--- src/rtl/dtg_pkg.sv ---
package dtg_pkg;

  typedef enum logic {
    EDGE_SPLIT = 1'b0,
    EDGE_LAG   = 1'b1
  } blank_mode_e;

  typedef struct packed {
    logic hi;
    logic lo;
  } side_pair_t;

endpackage

--- src/rtl/dtg_delay_line.sv ---
module dtg_delay_line #(
  parameter int NPH = 3,
  parameter int DW  = 8
) (
  input  logic           clk,
  input  logic           rst,
  input  logic [NPH-1:0] din,
  input  logic [DW-1:0]  dly,
  output logic [NPH-1:0] early,
  output logic [NPH-1:0] late
);
  localparam int DEPTH = 1 << DW;
  localparam logic [DW:0] FILL_MAX = (DW+1)'(DEPTH);

  logic [NPH-1:0] mem [DEPTH];
  logic [NPH-1:0] rd_q;
  logic [NPH-1:0] early_q;
  logic [DW-1:0]  wptr_q;
  logic [DW:0]    fill_q;
  logic           zero_q;
  logic           valid_q;

  // Storage block: write every cycle, registered read, no reset.
  always_ff @(posedge clk) begin
    mem[wptr_q] <= din;
    rd_q        <= mem[wptr_q - dly];
  end

  always_ff @(posedge clk) begin
    if (rst) begin
      wptr_q  <= '0;
      fill_q  <= '0;
      early_q <= '0;
      zero_q  <= 1'b1;
      valid_q <= 1'b0;
    end else begin
      wptr_q  <= wptr_q + 1'b1;
      if (fill_q != FILL_MAX) fill_q <= fill_q + 1'b1;
      early_q <= din;
      zero_q  <= (dly == '0);
      valid_q <= (fill_q >= {1'b0, dly});
    end
  end

  assign early = early_q;
  assign late  = zero_q ? early_q : (valid_q ? rd_q : '0);

endmodule

--- src/rtl/dtg_blank_gate.sv ---
module dtg_blank_gate #(
  parameter int DW = 8
) (
  input  logic                clk,
  input  logic                rst,
  input  logic                ref_lvl,
  input  logic [DW-1:0]       dly,
  output dtg_pkg::side_pair_t dem
);
  localparam int CW = DW + 1;

  logic          prev_q;
  logic [CW-1:0] run_q;
  logic [CW-1:0] run_nx;
  logic [CW-1:0] thr;
  logic          ripe;

  assign thr = {dly, 1'b0};

  always_comb begin
    if (ref_lvl != prev_q)  run_nx = CW'(1);
    else if (&run_q)        run_nx = run_q;
    else                    run_nx = run_q + 1'b1;
  end

  assign ripe = (run_nx > thr);

  always_ff @(posedge clk) begin
    if (rst) begin
      prev_q <= 1'b0;
      run_q  <= '0;
      dem    <= '0;
    end else begin
      prev_q <= ref_lvl;
      run_q  <= run_nx;
      dem.hi <= ref_lvl && ripe;
      dem.lo <= !ref_lvl && ripe;
    end
  end

endmodule

--- src/rtl/dtg_pin_stage.sv ---
module dtg_pin_stage (
  input  logic                clk,
  input  logic                rst,
  input  dtg_pkg::side_pair_t dem,
  input  logic                swap,
  input  logic                hi_off,
  input  logic                lo_off,
  input  logic                hi_pol,
  input  logic                lo_pol,
  output logic                hi_pin,
  output logic                lo_pin
);
  logic hi_act;
  logic lo_act;

  always_comb begin
    hi_act = swap ? dem.lo : dem.hi;
    lo_act = swap ? dem.hi : dem.lo;
  end

  always_ff @(posedge clk) begin
    if (rst) begin
      hi_pin <= hi_pol;
      lo_pin <= lo_pol;
    end else begin
      hi_pin <= (hi_act && !hi_off) ^ hi_pol;
      lo_pin <= (lo_act && !lo_off) ^ lo_pol;
    end
  end

endmodule

--- src/rtl/dtg_complementary_gen.sv ---
module dtg_complementary_gen #(
  parameter int NPH = 3,
  parameter int DW  = 8
) (
  input  logic           clk,
  input  logic           rst,
  input  logic [NPH-1:0] raw_pwm,
  input  logic           period_start,
  input  logic [DW-1:0]  dt_cycles,
  input  logic           lag_mode,
  input  logic [NPH-1:0] swap_sides,
  input  logic [NPH-1:0] hi_off,
  input  logic [NPH-1:0] lo_off,
  input  logic [NPH-1:0] hi_actlow,
  input  logic [NPH-1:0] lo_actlow,
  output logic [NPH-1:0] gate_hi,
  output logic [NPH-1:0] gate_lo
);
  import dtg_pkg::*;

  logic [DW-1:0] dt_act;
  blank_mode_e   mode_act;
  logic [NPH-1:0] early;
  logic [NPH-1:0] late;
  logic [NPH-1:0] ref_lvl;

  // Settings shadow: loaded in reset and on period boundaries only.
  always_ff @(posedge clk) begin
    if (rst || period_start) begin
      dt_act   <= dt_cycles;
      mode_act <= blank_mode_e'(lag_mode);
    end
  end

  dtg_delay_line #(.NPH(NPH), .DW(DW)) u_delay (
    .clk   (clk),
    .rst   (rst),
    .din   (raw_pwm),
    .dly   (dt_act),
    .early (early),
    .late  (late)
  );

  assign ref_lvl = (mode_act == EDGE_LAG) ? late : early;

  for (genvar p = 0; p < NPH; p++) begin : g_phase
    side_pair_t dem;

    dtg_blank_gate #(.DW(DW)) u_gate (
      .clk     (clk),
      .rst     (rst),
      .ref_lvl (ref_lvl[p]),
      .dly     (dt_act),
      .dem     (dem)
    );

    dtg_pin_stage u_pins (
      .clk    (clk),
      .rst    (rst),
      .dem    (dem),
      .swap   (swap_sides[p]),
      .hi_off (hi_off[p]),
      .lo_off (lo_off[p]),
      .hi_pol (hi_actlow[p]),
      .lo_pol (lo_actlow[p]),
      .hi_pin (gate_hi[p]),
      .lo_pin (gate_lo[p])
    );
  end

endmodule

--- config.mk ---
export PLATFORM = sky130hd
export DESIGN_NAME = dtg_complementary_gen
export DESIGN_NICKNAME = d
export VERILOG_FILES = /design/src/rtl/dtg_pkg.sv /design/src/rtl/dtg_delay_line.sv /design/src/rtl/dtg_blank_gate.sv /design/src/rtl/dtg_pin_stage.sv /design/src/rtl/dtg_complementary_gen.sv
export SDC_FILE = /design/constraint.sdc
export NUM_CORES = 1
export LEC_CHECK = 0
export ABC_AREA = 1
export CAP_MARGIN = 20
export CORE_ASPECT_RATIO = 1.5
export CORE_UTILIZATION = 37
export CTS_CLUSTER_DIAMETER = 100
export DETAILED_ROUTE_END_ITERATION = 12
export DONT_BUFFER_PORTS = 1
export SLEW_MARGIN = 0
export SYNTH_ARGS = -nofsm -noshare
export SYNTH_HDL_FRONTEND = slang
export SYNTH_HIERARCHICAL = 1
export SYNTH_SLANG_ARGS = --single-unit
--- constraint.sdc ---
create_clock -name clk -period 4 [get_ports clk]
set_input_delay 0.4 -clock clk [delete_from_list [all_inputs] [get_ports clk]]
set_output_delay 0.4 -clock clk [all_outputs]
set_load 0.05 [all_outputs]
; Word-level counts from Yosys, hierarchy flattened
; Memory sizes are Yosys's and may differ from the RTL's. A register that Yosys moved wholly into a read port is not among the register bits.
; Index checks and enable logic that the tools add are counted.
[classes]
addsub = 6
n_lt_le_gt_ge = 4
eq_ne = 4
muxes = 21
bitwise = 6
reduce_logical = 26
[op_table]
columns = op, count
row1 = $mux W9, 6
row2 = $add A9 B1 Y9 const B, 4
row3 = $gt A9 B9 Y1, 3
row4 = $reduce_and A9 Y1, 3
row5 = $logic_and A1 B1 Y1, 12
row6 = $mux W1, 12
row7 = $ge A9 B8 Y1, 1
row8 = $logic_not A1 Y1, 9
row9 = $mux W3, 3
row10 = $ne A9 B9 Y1 const B, 1
row11 = $add A8 B1 Y8 const B, 1
row12 = $logic_not A8 Y1, 1
row13 = $sub A8 B8 Y8, 1
row14 = $xor A1 B1 Y1, 6
row15 = $ne A1 B1 Y1, 3
row16 = $logic_or A1 B1 Y1, 1
[totals]
reg_bits = 73
ram_bits = 768
inputBits = 30
output_inout_bits = 6
wordCells = 93
n_memories = 1
[memory_table]
columns = name, depth, word_bits, rd, rd_clocked_by_memory_dff, write_ports, line
row1 = u_delay.mem, 256, 3, 1, 1, 1, dtg_delay_line.sv:15  ; logic [NPH-1:0] mem [DEPTH];

; Depth between registers and ports, before layout
; Gate-level depths: netlist of the first run.
[depth]
word_depth = 7
depth_mapped = 18
mapped_depth_nobuf = 16

; Hierarchy
; Netlist of the first run, hierarchy kept.
[by_module_without_submodules]
columns = mod, instances, cells_per_inst, area_per_inst_um2, seq_area_each_um2
row1 = dtg_delay_line, 1, 3459, 34916.0, 23562.6
row2 = dtg_blank_gate at g_phase[0].u_gate ..., 2, 119, 864.6, 240.2
row3 = dtg_blank_gate at g_phase[2].u_gate, 1, 119, 835.8, 240.2
row4 = dtg_pin_stage, 3, 22, 132.6, 40.0
row5 = dtg_complementary_gen, 1, 20, 314.1, 270.3

; Worst setup path before layout of the first run
; No wires, ideal clock.
[synth_path]
kind = reg-to-reg
start = register dt_act[0]
end = register u_delay.rd_q[1], read port of u_delay.mem
setup_ns = 0.112
arrival_ns = 2.331
t_required_ns = 3.888
path_slack_ns = 1.557
path_stages_with_launch = 15
n_path_buf = 3
synth_period_minus_slack_ns = 2.443
cell_sequence = edfxtp_1 -> ha_1 -> fa_1 -> buf_4 -> buf_2 -> buf_1 -> nand3_1 -> nand3_1 -> nand3_1 -> nand3_1 -> nand3_1 -> nand3_1 -> nand2_1 -> nand2_1 -> nand2_1
[synth_between]
elab_chain_len = 1
[synth_lines]
columns = element, line
row1 = from (decl), dtg_complementary_gen.sv:21  ; logic [DW-1:0] dt_act;
row2 = from (signal assigned), dtg_complementary_gen.sv:30  ; dt_act <= dt_cycles;
row3 = $sub A8 B8 Y8, dtg_delay_line.sv:26  ; rd_q <= mem[wptr_q - dly];
row4 = to (decl), dtg_delay_line.sv:16  ; logic [NPH-1:0] rd_q;
; Every way passes these cells.
; A chain may end at the register's enable or synchronous reset.

; Final worst setup path of the first run
[layout_path]
start = register u_delay.wptr_q[0]
end = register u_delay.rd_q[2], read port of u_delay.mem
[layout_between]
elab_chain_len = 1
[layout_lines]
columns = element, line
row1 = from (decl), dtg_delay_line.sv:18  ; logic [DW-1:0] wptr_q;
row2 = from (signal assigned), dtg_delay_line.sv:37  ; wptr_q <= wptr_q + 1'b1;
row3 = $sub A8 B8 Y8, dtg_delay_line.sv:26
; Every way passes these cells.

==> out/summary.log, run 1 <==
qor: status.status complete, no violations
qor: logic_synthesis.synth-warning-count 6
qor: logic_synthesis.syn_avg_cell_area 9.79 sq um
qor: die.fp.dieW 264 um
qor: layout.layout.nets 3934
qor: layout.diodes_inserted 0
qor: routing.detail_route.wl_per_cell 19.4 um
qor: clock_network.number_of_clock_sinks 844
qor: setup_path.cp.depth 17
qor: clock_network.tritoncts_clock_tree done
qor: setup_path.critPathRequiredTime 4560 ps
qor: sta.slew_worst_pin 1250 ps
qor: sta.hold_viol 0
qor: setup_path.worst_path_dominant_cell_family simple AND/OR/NAND/NOR gates
qor: global_route.grt.total_usage 19.3%
qor: logic_synthesis.postSynthCellCount 3902
qor: setup_path.cp-end-kind register
qor: sta.finalWorstPathRequiredPeriod 3600 ps
qor: routing.drt_drc_violations_left 0
qor: hold_path.hold-path-cell-count 2
qor: place.place.gp.congestion 0.854
qor: setup_path.critPathLaunchType register
qor: routing.routed_via_count_divided_by_cell_count 5.05
qor: routing.detail-route-antenna-nets 0
qor: hold_path.holdCritPathClass in2reg
qor: clock_network.worstSkewPairLatency 660 ps
qor: power.static-leakage-power 16.6 nW
qor: sta.setup-violations-final 0
qor: logic_synthesis.synthesis.nets 3982
qor: setup_path.max_stage_delay 450 ps
qor: setup_path.critical_path.most_common_cell sky130_fd_sc_hd__nand2_1
qor: setup_path.path_max_fanout 18
qor: sta.slew_viol_final 0
qor: sta.fin_worst_skew 23.7 ps
qor: sta.timing.final.crit_share 90.0%
qor: routing.detail_route.first_pass.iterations 6
qor: logic_synthesis.netlist-cell-type-count 47
qor: routing.initial_drc_count 1841
qor: setup_path.critical_path_buf_inv_count 4
qor: clock_network.cts_htree_levels 3
qor: layout.flow.area_growth_from_synthesis 10.7%
qor: place.placement.setup.worst_slack 389 ps
qor: global_route.antenna_violations_before_repair 0
qor: sta.final.setup.tns 0 ps
qor: clock_network.post_cts_resize_count 0
qor: sta.max-slew-margin-rel 16.5%
qor: die.fp.dieH 395 um
qor: logic_synthesis.syn_area 0.0382 sq mm
qor: logic_synthesis.synth-edff-count 777
qor: layout.drive_above_1_share 6.05%
qor: setup_path.cp_slowest_cell sky130_fd_sc_hd__fa_4
qor: layout.fillerInstances 9747
qor: layout.finalNonFillerCells 5230
qor: power.vdd_drop_max 0.336 mV
qor: layout.multi_input_comb_area 0.0111 sq mm
qor: setup_path.crit_path_cell_trace inv_1 > ha_1 > fa_4 > nand2_1 > nand2_4 > clkinv_2 > buf_4 > buf_4 > nand3_1 > nand2_1 > nand2_1 > nand3_1 > nand3_1 > nand3_1 > nand2_1 > nand2_1 > nand2_1
qor: global_route.grt_start_max_net_pins 258
qor: routing.detailroute.via_count 26400
qor: logic_synthesis.synth-seq-area-share 64.6%
qor: sta.fmaxAchievable 278 MHz
qor: die.die_area 0.105 sq mm
qor: logic_synthesis.yosys_most_used_dff sky130_fd_sc_hd__edfxtp_1
qor: global_route.grt_overflow_total 0
qor: logic_synthesis.async_flop_share 0%
qor: die.core_region_area 0.103 sq mm
qor: global_route.grt_pass1_vias 26300
qor: power.power-per-cell-area 499 mW/mm^2
qor: setup_path.setup.worst_path.class reg2reg
qor: logic_synthesis.ys_ff_latch 844
qor: setup_path.worst-r2r-setup-slack 400 ps
qor: place.placement.io_buffers 0
qor: place.dpl.hpwl 58800 um
qor: place.post-place-cells 5058
qor: global_route.grt_first_pass_wirelength 153000 um
qor: sta.grt_setup_unrepaired false
qor: die.placementRows 144
qor: die.io_pins 36
qor: die.initial_core_utilization 37.3%
qor: routing.detail_route.wirelength 101000 um
qor: clock_network.clk_root_buffer_cell sky130_fd_sc_hd__clkbuf_16
qor: setup_path.cp.arrival 4160 ps
qor: clock_network.numCtsBuffers 75
qor: sta.fin_ws 399 ps
qor: setup_path.reg2reg_depth 17
qor: layout.seqCellArea 0.0247 sq mm
qor: power.p_total 0.0211 W
qor: clock_network.clock_path_buffers 3
qor: clock_network.cts.clk_slew.worst_paths 70 ps
qor: run.drv.max_cap_violation_count 0
report_power, final:
group,switching [W],total (W),internal [W],leakage [nW]
logic,0.00271,0.00380,0.00109,7.80
clock network,0.00325,0.00753,0.00428,1.24
registers,0.0000908,0.00977,0.00968,7.54
total,0.00605,0.0211,0.0150,16.6
final timing paths:
check | startpoint | endpoint
max | u_delay/wptr_q[0]$_SDFF_PP0_ | u_delay/rd_q[2]$_DFF_P_
min reg2reg | u_delay/fill_q[8]$_SDFFE_PP0P_ | u_delay/fill_q[8]$_SDFFE_PP0P_
max reg2reg | u_delay/wptr_q[0]$_SDFF_PP0_ | u_delay/rd_q[2]$_DFF_P_
min | rst | g_phase[2].u_gate/run_q[7]$_SDFF_PP0_
cell usage in the layout, fill, tap and decap left out, types with 4 or more instances in the layout:
cell type                       Yosys  layout
sky130_fd_sc_hd__nand2_1         1266    1262
sky130_fd_sc_hd__a21oi_1           36      36
sky130_fd_sc_hd__nor3_1            13      13
sky130_fd_sc_hd__inv_6              0       6
sky130_fd_sc_hd__dlygate4sd3_1      0      27
sky130_fd_sc_hd__clkinv_2           1      11
sky130_fd_sc_hd__nand3_2            5       5
sky130_fd_sc_hd__clkbuf_1          54      12
sky130_fd_sc_hd__edfxtp_1         777     777
sky130_fd_sc_hd__buf_4             30      32
sky130_fd_sc_hd__buf_12             0      14
sky130_fd_sc_hd__a21oi_2            4       4
sky130_fd_sc_hd__nor3_2             5       5
sky130_fd_sc_hd__or2_2              9       9
sky130_fd_sc_hd__o21ai_1           31      31
sky130_fd_sc_hd__nand2_2           11      14
sky130_fd_sc_hd__nor2_1           448     448
sky130_fd_sc_hd__clkinv_1           1      16
sky130_fd_sc_hd__dfxtp_1           67      67
sky130_fd_sc_hd__clkbuf_16          0      78
sky130_fd_sc_hd__inv_2             10       9
sky130_fd_sc_hd__o211ai_1          18      18
sky130_fd_sc_hd__nor2_2             7       7
sky130_fd_sc_hd__nor2_4             6       6
sky130_fd_sc_hd__buf_16             0       5
sky130_fd_sc_hd__bufinv_16          0      10
sky130_fd_sc_hd__nand4_1           20      20
sky130_fd_sc_hd__nand3_1          464     464
sky130_fd_sc_hd__o21ai_0           67      67
sky130_fd_sc_hd__ha_1              49      48
sky130_fd_sc_hd__xnor2_1            4       4
sky130_fd_sc_hd__inv_1            352     352
registers in the layout, summed over array words and instances (netlist names):
signal and cells:
u_delay/fill_q 9, g_phase.u_gate/dem 6, u_delay/wptr_q 8, u_delay/rd_q 3, g_phase.u_pins/hi_pin 3, u_delay/zero_q 1, g_phase.u_pins/lo_pin 3, u_delay/mem 768
dt_act 8, u_delay/valid_q 1, u_delay/early 3, g_phase.u_gate/run_q 27, mode_act 1, g_phase.u_gate/prev_q 3
final cells by class:
class,count,share of cell area [%]
flip-flops and latches,844,58.3
well taps,1314,3.89
inverters,365,3.28
multi-input cells,2490,26.3
clock inverters,47,1.24
repair buffers,78,2.20
clock buffers,92,4.79
per-layer routing:
metal | up-vias | GRT usage [%] | part of all wire [%]
li1 | 12700 | - | -
met3 | 228 | 2.41 | 4.8
met4 | 0 | 10.8 | 5.3
met1 | 12700 | 21.1 | 37
met5 | - | 0 | 0
met2 | 701 | 35.9 | 53
logic make-up (layout without fill, tap and decap cells):
group,Yosys count,count (layout),synth area share (%)
AO/OA/AOI/OAI,167,167,2.51
XOR/XNOR,9,9,0.324
adder cells (fa/ha/maj),50,50,1.66
buffers and inverters,568,582,6.40
flip-flops,844,844,64.6
AND/OR/NAND/NOR,2264,2264,24.5
metrics by stage:
step	hold slack, ps	instance area [sq um]	utilization (%)
after CTS	36.4	42300	41.3
after global routing	81.1	42300	41.3
final	73.0	42300	41.3
after detailed placement	469	39300	38.4
after floorplan	436	38200	-
after global placement	465	39300	38.3
synth_stat cells, types with 31 or more instances:
master / n / share of area (%)
sky130_fd_sc_hd__o21ai_1: 31 / 0.41
sky130_fd_sc_hd__buf_2: 104 / 1.4
sky130_fd_sc_hd__nor2_1: 448 / 4.4
sky130_fd_sc_hd__ha_1: 49 / 1.6
sky130_fd_sc_hd__o21ai_0: 67 / 0.88
sky130_fd_sc_hd__edfxtp_1: 777 / 61
sky130_fd_sc_hd__inv_1: 352 / 3.5
sky130_fd_sc_hd__nand2_1: 1266 / 12
sky130_fd_sc_hd__clkbuf_1: 54 / 0.53
sky130_fd_sc_hd__dfxtp_1: 67 / 3.5
sky130_fd_sc_hd__nand3_1: 464 / 6.1
sky130_fd_sc_hd__a21oi_1: 36 / 0.47
timing repair:
action	CTS	global route
buffers inserted	0	0
setup endpoints to repair	0	0
hold buffers	33	0
hold endpoints to repair	768	0
(Power assumes the default switching activity.)
==> run 2, diff against run 1 <==
--- a/config.mk
+++ b/config.mk
@@ -12,6 +12,8 @@
 export CTS_CLUSTER_DIAMETER = 100
 export DETAILED_ROUTE_END_ITERATION = 12
 export DONT_BUFFER_PORTS = 1
+export PLACE_DENSITY = 0.48
+export RECOVER_POWER = 50
 export SLEW_MARGIN = 0
 export SYNTH_ARGS = -nofsm -noshare
 export SYNTH_HDL_FRONTEND = slang
==> out/summary.log, run 2 (synthesized netlist as in run 1, its figures left out) <==
qor: die.die_area 0.105 sq mm [unchanged]
qor: clock_network.clock_path_buffers 3 [unchanged]
qor: sta.slew_viol_final 776 [+776]
qor: sta.max-slew-margin-rel -155% [-170 points]
qor: setup_path.max_stage_delay 840 ps [+390 ps]
qor: routing.drt_drc_violations_left 0 [unchanged]
qor: setup_path.worst_path_dominant_cell_family adder cells
qor: layout.reg.largest.list u_delay/mem x768, g_phase.u_gate/run_q x27, u_delay/fill_q x9
qor: sta.slew_worst_pin 3830 ps [+2570 ps]
qor: sta.timing.final.crit_share 89.0% [-1.0 points]
qor: routing.detail-route-antenna-nets 0 [unchanged]
qor: status.status complete, but fails checks
qor: clock_network.number_of_clock_sinks 844 [unchanged]
qor: layout.layout.nets 3954 [+0.51%]
qor: power.static-leakage-power 16.7 nW [+0.93%]
qor: hold_path.holdCritPathClass in2reg
qor: routing.initial_drc_count 1586 [-14%]
qor: place.place.gp.congestion 0.822 [-3.7%]
qor: sta.final.setup.tns 0 ps [unchanged]
qor: power.power-per-cell-area 515 mW/mm^2 [+3.3%]
qor: setup_path.critical_path_buf_inv_count 3 [-1]
qor: sta.timing.hold.ws 47.5 ps [-25.5 ps]
qor: setup_path.cp_slowest_cell sky130_fd_sc_hd__fa_4
qor: die.io_pins 36 [unchanged]
qor: sta.hold_viol 0 [unchanged]
qor: global_route.grt_first_pass_wirelength 163000 um [+6.9%]
qor: routing.detail_route.wl_per_cell 20.6 um [+6.4%]
qor: layout.mostFrequentLayoutCells 1266 x sky130_fd_sc_hd__nand2_1, 777 x sky130_fd_sc_hd__edfxtp_1, 460 x sky130_fd_sc_hd__nand3_1, 448 x sky130_fd_sc_hd__nor2_1, 353 x sky130_fd_sc_hd__inv_1
qor: layout.fillerInstances 9987 [+2.5%]
qor: setup_path.cp-end-kind register
qor: die.fp.dieW 264 um [unchanged]
qor: die.core_region_area 0.103 sq mm [unchanged]
qor: sta.fin_worst_skew 17.8 ps [-5.95 ps]
qor: clock_network.clk_root_buffer_cell sky130_fd_sc_hd__clkbuf_16
qor: clock_network.cts_htree_levels 3 [unchanged]
qor: setup_path.path_max_fanout 71 [+53]
qor: layout.flow.area_growth_from_synthesis 11.5%
qor: routing.routed_via_count_divided_by_cell_count 5.01 [-0.80%]
qor: die.placementRows 144 [unchanged]
qor: setup_path.critical_path.most_common_cell sky130_fd_sc_hd__nand2_1
qor: die.fp.dieH 395 um [unchanged]
qor: clock_network.cts.clk_slew.worst_paths 60 ps [about the same]
qor: routing.detail_route.first_pass.iterations 7 [+1]
qor: clock_network.tritoncts_clock_tree done
qor: global_route.antenna_violations_before_repair 2 [+2]
qor: status.violations capacitance limit, slew limit
qor: die.initial_core_utilization 37.3% [unchanged]
qor: layout.top_register u_delay/mem
qor: setup_path.cp.arrival 4110 ps [-50 ps]
qor: place.dpl.hpwl 63200 um [+7.5%]
qor: sta.fmaxAchievable 281 MHz [+1.1%]
qor: setup_path.critPathRequiredTime 4550 ps [about the same]
qor: sta.setup-violations-final 0 [unchanged]
qor: layout.final_common_cell sky130_fd_sc_hd__nand2_1
qor: clock_network.numCtsBuffers 84 [+12%]
qor: clock_network.worstSkewPairLatency 660 ps [about the same]
qor: global_route.grt.total_usage 20.9% [+1.6 points]
qor: routing.detail_route.wirelength 108000 um [+7.0%]
qor: layout.largest_reg_flops 768 [unchanged]
qor: global_route.grt_start_max_net_pins 258 [unchanged]
qor: place.placement.io_buffers 0 [unchanged]
qor: sta.finalWorstPathRequiredPeriod 3560 ps [-39.9 ps]
qor: power.vdd_drop_max 0.353 mV [+5.3%]
qor: setup_path.setup.worst_path.class reg2reg
qor: layout.multi_input_comb_area 0.0111 sq mm [-0.32%]
qor: routing.detailroute.via_count 26300 [-0.27%]
qor: global_route.grt_pass1_vias 26700 [+1.6%]
qor: layout.drive_above_1_share 6.54% [+0.49 points]
qor: sta.grt_setup_unrepaired false
qor: global_route.grt_overflow_total 0 [unchanged]
qor: clock_network.post_cts_resize_count 0 [unchanged]
qor: run.drv.max_cap_violation_count 5 [+5]
qor: setup_path.critPathLaunchType register
qor: clock_network.post_cts_buffers 0 [unchanged]
qor: layout.seqCellArea 0.0247 sq mm [unchanged]
qor: setup_path.crit_path_cell_trace inv_1 > ha_1 > fa_4 > buf_12 > buf_12 > nor2_1 > o21ai_0 > nand2_1 > nand2_1 > nand3_1 > nand3_1 > nand3_1 > nand3_1 > nand2_1 > nand2_1 > nand2_1
[run 2: final timing paths]
check | from | endpoint | slack [ps] | depth (start not counted)
worst max-delay path | u_delay/wptr_q[0]$_SDFF_PP0_ | u_delay/rd_q[2]$_DFF_P_ | 440 | 16
worst max register to register | u_delay/wptr_q[0]$_SDFF_PP0_ | u_delay/rd_q[2]$_DFF_P_ | 440 | 16
worst min register to register | u_delay/wptr_q[0]$_SDFF_PP0_ | u_delay/wptr_q[0]$_SDFF_PP0_ | 480 | 1
worst min-delay path | rst | u_delay/zero_q$_SDFF_PP1_ | 50 | 2
[run 2: cell type report]
cell class                      instances  area share [%]
Antenna cell                            1         0.00588
Clock buffer                          102            5.27
Clock inverter                         53            1.42
Inverter                              365            3.26
Multi-Input combinational cell       2490            26.0
Sequential cell                       844            58.0
Tap cell                             1314            3.86
Timing Repair Buffer                   89            2.22
[run 2: worst reg2reg max path, stage by stage (launching register included)]
cell and delay [ps]:
sky130_fd_sc_hd__dfxtp_1 400, sky130_fd_sc_hd__inv_1 140, sky130_fd_sc_hd__ha_1 220, sky130_fd_sc_hd__fa_4 840, sky130_fd_sc_hd__buf_12 360, sky130_fd_sc_hd__buf_12 360, sky130_fd_sc_hd__nor2_1 140, sky130_fd_sc_hd__o21ai_0 80
sky130_fd_sc_hd__nand2_1 70, sky130_fd_sc_hd__nand2_1 60, sky130_fd_sc_hd__nand3_1 70, sky130_fd_sc_hd__nand3_1 150, sky130_fd_sc_hd__nand3_1 250, sky130_fd_sc_hd__nand3_1 150, sky130_fd_sc_hd__nand2_1 60, sky130_fd_sc_hd__nand2_1 50
sky130_fd_sc_hd__nand2_1 50
[run 2: where the power goes]
part | total (W) | switching (W) | internal, W
clock | 0.00826 | 0.00341 | 0.00484
sequential | 0.00978 | 0.0000780 | 0.00971
combinational | 0.00389 | 0.00277 | 0.00112
[run 2: routing by layer]
metal	GRT usage (%)	wire length [um]	up-vias
li1	-	-	12800
met1	24.3	43400	12900
met2	38.9	57600	491
met3	2.31	3810	157
met4	7.98	3500	4
met5	0	27	-
[run 2: per-stage QoR]
step,cells,area (sq um),setup WS [ps],util [%],total power (W)
global route,5257,42600,247,41.5,0.0229
global placement,5069,39400,455,38.5,0.0137
finish,5258,42600,439,41.5,0.0219
floorplan,3902,38200,1560,-,0.0124
CTS,5257,42700,444,41.7,0.0222
detailed placement,5069,39400,461,38.5,0.0137
[run 2: repair_timing]
item                                    in CTS  in global routing
hold buffers                                33                  0
endpoints found under the hold margin      627                  0
endpoints found under the setup margin       0                  0
